<file path="config.mk">
export PLATFORM = sky130hd
export DESIGN_NAME = otp_cmd_engine
export DESIGN_NICKNAME = d
export VERILOG_FILES = /design/src/rtl/otp_pkg.sv /design/src/rtl/otp_regs.sv /design/src/rtl/otp_seq.sv /design/src/rtl/otp_array.sv /design/src/rtl/otp_cmd_engine.sv
export SDC_FILE = /design/constraint.sdc
export NUM_CORES = 2
export LEC_CHECK = 0
export BUFFER_PORTS_ARGS = -buffer_cell sky130_fd_sc_hd__buf_2
export CAP_MARGIN = 20
export CELL_PAD_IN_SITES_DETAIL_PLACEMENT = 1
export CELL_PAD_IN_SITES_GLOBAL_PLACEMENT = 1
export CORE_MARGIN = 4
export CORE_UTILIZATION = 58
export DETAILED_ROUTE_END_ITERATION = 10
export PLACE_DENSITY_LB_ADDON = 0.1
export SLEW_MARGIN = 25
export SYNTH_ARGS = -nofsm -noshare
export SYNTH_HDL_FRONTEND = slang
export SYNTH_SLANG_ARGS = --single-unit
export TNS_END_PERCENT = 30
</file>
<file path="constraint.sdc">
create_clock -name clk -period 130.8 [get_ports clk]
set_input_delay 13.08 -clock clk [delete_from_list [all_inputs] [get_ports clk]]
set_output_delay 13.08 -clock clk [all_outputs]
set_load 0.1 [all_outputs]
</file>
<file path="src/rtl/otp_pkg.sv">
`timescale 1ns/1ps
package otp_pkg;
  localparam int unsigned WORD_W = 32;
  localparam int unsigned CMD_W  = 6;
  localparam int unsigned ROWA_W = 16;

  localparam logic [7:0] OFS_ACCESS = 8'h00;
  localparam logic [7:0] OFS_CMD    = 8'h04;
  localparam logic [7:0] OFS_START  = 8'h08;
  localparam logic [7:0] OFS_STATUS = 8'h0c;
  localparam logic [7:0] OFS_RD0    = 8'h10;
  localparam logic [7:0] OFS_ROWA   = 8'h28;
  localparam logic [7:0] OFS_WD0    = 8'h2c;
  localparam logic [7:0] OFS_RD1    = 8'h5c;
  localparam logic [7:0] OFS_WD1    = 8'h64;

  localparam logic [CMD_W-1:0] CMD_READ = 6'h00;
  localparam logic [CMD_W-1:0] CMD_PROG = 6'h0a;

  typedef enum logic [1:0] {OP_NOP, OP_READ, OP_PROG} op_e;

  function automatic logic [7:0] rd_ofs(input int unsigned w);
    return (w == 0) ? OFS_RD0 : OFS_RD1;
  endfunction

  function automatic logic [7:0] wd_ofs(input int unsigned w);
    return (w == 0) ? OFS_WD0 : OFS_WD1;
  endfunction
endpackage

</file>
<file path="src/rtl/otp_regs.sv">
`timescale 1ns/1ps
module otp_regs
  import otp_pkg::*;
#(
  parameter int unsigned ROW_WORDS = 2
) (
  input  logic                                 clk,
  input  logic                                 rst_n,
  input  logic [7:0]                           bus_addr,
  input  logic                                 bus_we,
  input  logic [WORD_W-1:0]                    bus_wdata,
  output logic [WORD_W-1:0]                    bus_rdata,
  input  logic                                 rd_load,
  input  logic [ROW_WORDS-1:0][WORD_W-1:0]     rd_row,
  input  logic                                 done,
  input  logic                                 prog_ok,
  output logic                                 access_on,
  output logic [CMD_W-1:0]                     cmd,
  output logic [ROWA_W-1:0]                    row_addr,
  output logic                                 start_lvl,
  output logic [ROW_WORDS-1:0][WORD_W-1:0]     wr_row,
  output logic                                 launch_req,
  output logic                                 start_clr
);
  logic                             access_q, access_d;
  logic [CMD_W-1:0]                 cmd_q, cmd_d;
  logic [ROWA_W-1:0]                rowa_q, rowa_d;
  logic                             start_q, start_d;
  logic [ROW_WORDS-1:0][WORD_W-1:0] wd_q, wd_d;
  logic [ROW_WORDS-1:0][WORD_W-1:0] rd_q, rd_d;
  logic                             wr_start;

  assign wr_start   = bus_we && (bus_addr == OFS_START);
  assign launch_req = wr_start && bus_wdata[0] && !start_q && access_q;
  assign start_clr  = wr_start && !bus_wdata[0];

  always_comb begin
    access_d = access_q;
    cmd_d    = cmd_q;
    rowa_d   = rowa_q;
    start_d  = start_q;
    if (bus_we && bus_addr == OFS_ACCESS) access_d = bus_wdata[0];
    if (bus_we && bus_addr == OFS_CMD)    cmd_d    = bus_wdata[CMD_W-1:0];
    if (bus_we && bus_addr == OFS_ROWA)   rowa_d   = bus_wdata[ROWA_W-1:0];
    if (wr_start)                         start_d  = bus_wdata[0];
  end

  always_ff @(posedge clk or negedge rst_n) begin
    if (!rst_n) begin
      access_q <= 1'b0;
      cmd_q    <= '0;
      rowa_q   <= '0;
      start_q  <= 1'b0;
    end else begin
      access_q <= access_d;
      cmd_q    <= cmd_d;
      rowa_q   <= rowa_d;
      start_q  <= start_d;
    end
  end

  for (genvar w = 0; w < ROW_WORDS; w++) begin : g_word
    localparam logic [7:0] WOFS = wd_ofs(w);
    logic wd_en;
    assign wd_en = bus_we && (bus_addr == WOFS);

    always_comb begin
      wd_d[w] = wd_en ? bus_wdata : wd_q[w];
      rd_d[w] = rd_load ? rd_row[w] : rd_q[w];
    end

    always_ff @(posedge clk or negedge rst_n) begin
      if (!rst_n) begin
        wd_q[w] <= '0;
        rd_q[w] <= '0;
      end else begin
        if (wd_en)   wd_q[w] <= wd_d[w];
        if (rd_load) rd_q[w] <= rd_d[w];
      end
    end
  end

  always_comb begin
    bus_rdata = '0;
    unique case (bus_addr)
      OFS_ACCESS: bus_rdata = {{(WORD_W-1){1'b0}}, access_q};
      OFS_CMD:    bus_rdata = {{(WORD_W-CMD_W){1'b0}}, cmd_q};
      OFS_START:  bus_rdata = {{(WORD_W-1){1'b0}}, start_q};
      OFS_STATUS: bus_rdata = {{(WORD_W-3){1'b0}}, prog_ok, done, 1'b0};
      OFS_ROWA:   bus_rdata = {{(WORD_W-ROWA_W){1'b0}}, rowa_q};
      OFS_RD0:    bus_rdata = rd_q[0];
      OFS_WD0:    bus_rdata = wd_q[0];
      OFS_RD1:    bus_rdata = (ROW_WORDS > 1) ? rd_q[ROW_WORDS-1] : '0;
      OFS_WD1:    bus_rdata = (ROW_WORDS > 1) ? wd_q[ROW_WORDS-1] : '0;
      default:    bus_rdata = '0;
    endcase
  end

  assign access_on = access_q;
  assign cmd       = cmd_q;
  assign row_addr  = rowa_q;
  assign start_lvl = start_q;
  assign wr_row    = wd_q;
endmodule

</file>
<file path="src/rtl/otp_seq.sv">
`timescale 1ns/1ps
module otp_seq
  import otp_pkg::*;
#(
  parameter int unsigned ROW_BITS     = 64,
  parameter int unsigned READ_LAT     = 3,
  parameter int unsigned PROG_BASE    = 4,
  parameter int unsigned PROG_PER_BIT = 2
) (
  input  logic                clk,
  input  logic                rst_n,
  input  logic                launch_req,
  input  logic                start_clr,
  input  logic                start_lvl,
  input  logic [CMD_W-1:0]    cmd,
  input  logic [ROWA_W-1:0]   row_addr,
  input  logic [ROW_BITS-1:0] wr_row,
  input  logic                prog_enabled,
  output logic                busy,
  output logic                done,
  output logic                accept,
  output logic                rd_load,
  output logic                prog_we,
  output logic [ROWA_W-1:0]   cap_addr,
  output logic [ROW_BITS-1:0] cap_row
);
  localparam int unsigned MAX_LAT = PROG_BASE + PROG_PER_BIT * ROW_BITS;
  localparam int unsigned CNT_W   = $clog2(MAX_LAT + 1);

  logic                busy_q, busy_d;
  logic                done_q, done_d;
  logic [CNT_W-1:0]    cnt_q, cnt_d;
  op_e                 op_q, op_d;
  logic [ROWA_W-1:0]   addr_q, addr_d;
  logic [ROW_BITS-1:0] row_q, row_d;
  logic [CNT_W-1:0]    ones;
  logic                finish;

  always_comb begin
    ones = '0;
    for (int i = 0; i < ROW_BITS; i++) ones = ones + CNT_W'(wr_row[i]);
  end

  assign accept = launch_req && !busy_q;
  assign finish = busy_q && (cnt_q == CNT_W'(1));

  always_comb begin
    busy_d = busy_q;
    cnt_d  = cnt_q;
    op_d   = op_q;
    addr_d = addr_q;
    row_d  = row_q;
    if (accept) begin
      busy_d = 1'b1;
      addr_d = row_addr;
      row_d  = wr_row;
      if (cmd == CMD_READ) begin
        op_d  = OP_READ;
        cnt_d = CNT_W'(READ_LAT);
      end else if (cmd == CMD_PROG && prog_enabled) begin
        op_d  = OP_PROG;
        cnt_d = CNT_W'(PROG_BASE) + CNT_W'(PROG_PER_BIT) * ones;
      end else begin
        op_d  = OP_NOP;
        cnt_d = CNT_W'(1);
      end
    end else if (finish) begin
      busy_d = 1'b0;
      cnt_d  = '0;
    end else if (busy_q) begin
      cnt_d = cnt_q - CNT_W'(1);
    end
  end

  always_comb begin
    done_d = done_q;
    if (start_clr)                done_d = 1'b0;
    else if (finish && start_lvl) done_d = 1'b1;
  end

  always_ff @(posedge clk or negedge rst_n) begin
    if (!rst_n) begin
      busy_q <= 1'b0;
      done_q <= 1'b0;
      cnt_q  <= '0;
      op_q   <= OP_NOP;
      addr_q <= '0;
      row_q  <= '0;
    end else begin
      busy_q <= busy_d;
      done_q <= done_d;
      cnt_q  <= cnt_d;
      op_q   <= op_d;
      if (accept) begin
        addr_q <= addr_d;
        row_q  <= row_d;
      end
    end
  end

  assign busy     = busy_q;
  assign done     = done_q;
  assign rd_load  = finish && (op_q == OP_READ);
  assign prog_we  = finish && (op_q == OP_PROG);
  assign cap_addr = addr_q;
  assign cap_row  = row_q;
endmodule

</file>
<file path="src/rtl/otp_array.sv">
`timescale 1ns/1ps
module otp_array #(
  parameter int unsigned ROW_BITS = 64,
  parameter int unsigned DEPTH    = 32,
  localparam int unsigned IDX_W   = $clog2(DEPTH)
) (
  input  logic                clk,
  input  logic                rst_n,
  input  logic                burn,
  input  logic [IDX_W-1:0]    idx,
  input  logic [ROW_BITS-1:0] burn_bits,
  output logic [ROW_BITS-1:0] row_out
);
  logic [DEPTH-1:0][ROW_BITS-1:0] cell_q;

  for (genvar r = 0; r < DEPTH; r++) begin : g_row
    logic                en;
    logic [ROW_BITS-1:0] nxt;
    assign en  = burn && (idx == IDX_W'(r));
    assign nxt = cell_q[r] | burn_bits;

    always_ff @(posedge clk or negedge rst_n) begin
      if (!rst_n)  cell_q[r] <= '0;
      else if (en) cell_q[r] <= nxt;
    end
  end

  assign row_out = cell_q[idx];
endmodule

</file>
<file path="src/rtl/otp_cmd_engine.sv">
`timescale 1ns/1ps
module otp_cmd_engine
  import otp_pkg::*;
#(
  parameter int unsigned ROW_WORDS = 2,
  parameter int unsigned DEPTH     = 32
) (
  input  logic        clk,
  input  logic        rst_n,
  input  logic [7:0]  bus_addr,
  input  logic        bus_we,
  input  logic [31:0] bus_wdata,
  output logic [31:0] bus_rdata,
  input  logic        prog_enabled
);
  localparam int unsigned ROW_BITS = WORD_W * ROW_WORDS;
  localparam int unsigned IDX_W    = $clog2(DEPTH);

  logic                             rst_meta, rst_sync_n;
  logic                             access_on, start_lvl, launch_req, start_clr;
  logic [CMD_W-1:0]                 cmd;
  logic [ROWA_W-1:0]                row_addr, cap_addr;
  logic [ROW_WORDS-1:0][WORD_W-1:0] wr_row, rd_row;
  logic [ROW_BITS-1:0]              cap_row, row_out;
  logic                             busy, done, accept, rd_load, prog_we, prog_ok;

  always_ff @(posedge clk or negedge rst_n) begin
    if (!rst_n) begin
      rst_meta   <= 1'b0;
      rst_sync_n <= 1'b0;
    end else begin
      rst_meta   <= 1'b1;
      rst_sync_n <= rst_meta;
    end
  end

  assign prog_ok = prog_enabled && access_on;
  assign rd_row  = row_out;

  otp_regs #(.ROW_WORDS(ROW_WORDS)) u_regs (
    .clk(clk), .rst_n(rst_sync_n),
    .bus_addr(bus_addr), .bus_we(bus_we), .bus_wdata(bus_wdata), .bus_rdata(bus_rdata),
    .rd_load(rd_load), .rd_row(rd_row), .done(done), .prog_ok(prog_ok),
    .access_on(access_on), .cmd(cmd), .row_addr(row_addr), .start_lvl(start_lvl),
    .wr_row(wr_row), .launch_req(launch_req), .start_clr(start_clr)
  );

  otp_seq #(.ROW_BITS(ROW_BITS)) u_seq (
    .clk(clk), .rst_n(rst_sync_n),
    .launch_req(launch_req), .start_clr(start_clr), .start_lvl(start_lvl),
    .cmd(cmd), .row_addr(row_addr), .wr_row(wr_row), .prog_enabled(prog_enabled),
    .busy(busy), .done(done), .accept(accept), .rd_load(rd_load), .prog_we(prog_we),
    .cap_addr(cap_addr), .cap_row(cap_row)
  );

  otp_array #(.ROW_BITS(ROW_BITS), .DEPTH(DEPTH)) u_array (
    .clk(clk), .rst_n(rst_sync_n),
    .burn(prog_we), .idx(cap_addr[IDX_W-1:0]), .burn_bits(cap_row), .row_out(row_out)
  );
endmodule

</file>
==> results.yml <==
worst_setup_path:
  critPathKind: "in2out"
  path_buf_inv: 3
  crit_slowest_cell: "nor4_1"
  r2r_slack_ns: 123.89
  cp.arrival_ns: 15.94
  required_ns: 117.72
  end_kind: "output pin"
  cpMostUsedCell: "buf_2"
  r2r_start: "u_regs.wr_row[26]$_DFFE_PN0P_"
  rr_endpoint: "u_seq.cnt_q[6]$_DFFE_PN0P_"
  start_kind: "input pin"
  crit_chain: "buf_2 > nor4_1 > nor4b_2 > buf_4 > a222oi_1 > nand3_1 > buf_2"
  crit_path_max_incr_delay_ns: 0.59
  path_delay_family: "simple AND/OR/NAND/NOR gates"
  crit_fanout: 32
  reg2reg_depth: 19
yosys:
  synth_edf_count: 0
  avgSynthCellArea_um2: 14.06
  netlist_instances: 6827
  syn_area_um2: 95990
  synth_top_cell_by_area: "dfrtp_1"
  ys_types: 58
  synthArstFlopShare: 1.000
  yosysSeqAreaShare: 0.5952
  synthTopCellsByCount: "dfrtp_1, a21o_1, mux4_2"
  synth_seq_cells: 2283
  synth-main-ff-cell: "dfrtp_1"
  yosysMostFrequentCell: "dfrtp_1"
  synth_area_leaders: "dfrtp_1, a21o_1, mux4_2"
  yosysWarnings: 0
  synth_top_area_frac: 0.5952
  syn_nets: 6944
detailed_routing:
  wl_met3_um: 20560
  wl_met2_um: 147600
  firstDrtPassIters: 7
  drt_iter0_drc: 6448
  top_layer: "met5"
  vias: 61980
  drc: 0
  drt-total-wl_um: 306500
  vias_per_cell: 6.906
  antenna_left: 0
  wl_per_cell_um: 34.15
  wl_met1_um: 119800
final_layout:
  fillCellCount: 14890
  area.growth.synth_to_final_pct: 9.745
  drive_above_1_share: 0.1930
  layout.nets: 6694
floorplanning:
  rows: 149
  core_area_um2: 164800
  die_w_um: 414.8
  io-pin-count: 76
  die_h_um: 414.8
  die_area_um2: 172100
  initial_utilization: 0.5825
sta:
  setup_tns_ns: 0
  setup_viol: 0
  clock_skew_ns: 0.02965
  fmax_mhz: 34.46
  relSlewSlack: 0.2605
  fin_crit_sh: 0.2219
  rsz0062_at_grt: "false"
  layout_min_cycle_time_ns: 29.02
  final_hold_viol_count: 0
  drv_slew: 0
  worst_pin_slew_ns: 1.109
power_and_ir_drop:
  ir_drop_v: 0.00001519
  combinationalPowerShare: 0.036
  leakage_nw: 65.48
  finalPower_w: 0.001449
  p_int_w: 0.001127
  netSwitchingPower_w: 0.0003222
  clkPwrFrac: 0.474
  power_density_nw_per_um2: 13.76
  power.share.sequential: 0.490
  swShare: 0.2223
placed_design:
  place_hpwl_um: 166400
  port_buffers: 75
  place_congestion: 0.8827
clock_network:
  cts_hold_buf: 0
  cts_sinks: 2283
  clk-insertion-delay-late_ns: 0.88
  clk_path_buf_depth: 3
  cts.repair.resized: 0
  numCtsBuffers: 227
  cts_htree_levels: 4
  cts.clk_slew.worst_paths_ns: 0.06
  cts_tree: "yes"
  root_buffer: "clkbuf_16"
  post-cts-setup-buffers: 0
global_routing:
  grt_pass1_vias: 67420
  antenna_found_initial: 10
  grt_max_degree: 177
  grt_overflow_total: 0
  grt.total_usage: 0.3589
  grt_pass1_wl_um: 458900
min_path:
  whs_path_depth: 0
  worstHoldEndpoint: "rst_sync_n$_DFF_PN0_"
  hp-class: "reg2reg"
  worstHoldStart: "rst_meta$_DFF_PN0_"
run:
  max_cap_violations: 0
outcome:
  status: "complete, no violations"
-- cell families after synthesis --
family                     Yosys count  share of synthesized area
adders and majority gates           73                    0.01374
other                                1                 0.00003907
DFF                               2283                     0.5952
and+or+nand+nor                    436                    0.02142
muxes                              601                     0.1306
buffers and inverters              787                    0.03843
AOI/OAI and AO/OA                 2639                     0.2000
xor gates and xnor gates             7                  0.0006387
-- metrics by stage --
stage,area [um2],util,hold slack (ns),std cells,setup slack (ns)
floorplan,95990,-,0.3312,6827,62.45
global placement,97100,0.5892,0.3386,8530,101.87
detailed placement,97210,0.5898,0.3357,8533,101.67
CTS,105100,0.6379,0.3617,8962,101.65
global route,105300,0.6392,0.3793,8974,101.83
finish,105300,0.6392,0.3549,8974,101.78
-- sequential cells by signal, indices dropped and copies added, names as in the netlist --
register and flops:
rst_meta 1, rst_sync_n 1, u_array.cell_q 2048, u_regs.access_on 1, u_regs.cmd 6, u_regs.rd_q 64
u_regs.row_addr 16, u_regs.start_lvl 1, u_regs.wr_row 64, u_seq.busy 1, u_seq.cap_addr 5, u_seq.cap_row 64
u_seq.cnt_q 8, u_seq.done 1, u_seq.op_q 2
-- layout by cell type (no fill, tap or decap), types with 75 or more instances in the layout --
master,n
dfrtp_1,2219
a21o_1,2051
mux4_2,512
nand2_1,308
a22oi_1,308
clkbuf_16,233
a21oi_1,142
o21ai_0,117
buf_4,112
inv_1,93
mux2_2,79
buf_2,75
-- worst max path at each step --
stage	startpoint	to	slack [ns]	cells past startpoint
after CTS	bus_addr[7]	bus_rdata[0]	101.65	7
after detailed placement	bus_addr[7]	bus_rdata[0]	101.67	7
final	bus_addr[3]	bus_rdata[0]	101.78	7
after global placement	bus_addr[3]	bus_rdata[0]	101.87	7
after floorplan	rst_sync_n$_DFF_PN0_	u_array.cell_q[0]$_DFFE_PN0P_	62.45	0
after global routing	bus_addr[3]	bus_rdata[0]	101.83	7
-- final cells by class --
class | count | area (um2) | share of cell area
Multi-Input combinational cell | 3757 | 35380 | 0.3358
Tap cell | 2189 | 2739 | 0.02600
Clock buffer | 342 | 6850 | 0.06503
Timing Repair Buffer | 215 | 1718 | 0.01631
Inverter | 93 | 349.1 | 0.003314
Clock inverter | 87 | 1070 | 0.01016
Antenna cell | 8 | 20.02 | 0.0001900
Sequential cell | 2283 | 57220 | 0.5432
-- power by group through the flow --
| stage | Clock, W | Combinational (W) | Sequential [W] |
|---|---|---|---|
| 6_report | 0.000687 | 0.0000516 | 0.000710 |
| 3_5_place_dp | 0 | 0.0000516 | 0.000723 |
| 2_1_floorplan | 0 | 0.0000247 | 0.000735 |
| 3_3_place_gp | 0 | 0.0000502 | 0.000723 |
| 4_1_cts | 0.000695 | 0.0000524 | 0.000710 |
| 5_1_grt | 0.000729 | 0.0000588 | 0.000710 |
-- metal layers --
| metal | vias to the layer above | GRT usage |
|---|---|---|
| met5 | - | 0 |
| met4 | 2 | 0.1950 |
| met3 | 799 | 0.06562 |
| met2 | 2596 | 0.5710 |
| met1 | 34170 | 0.4751 |
| li1 | 24410 | - |
Power figures use the tool's default switching activity.
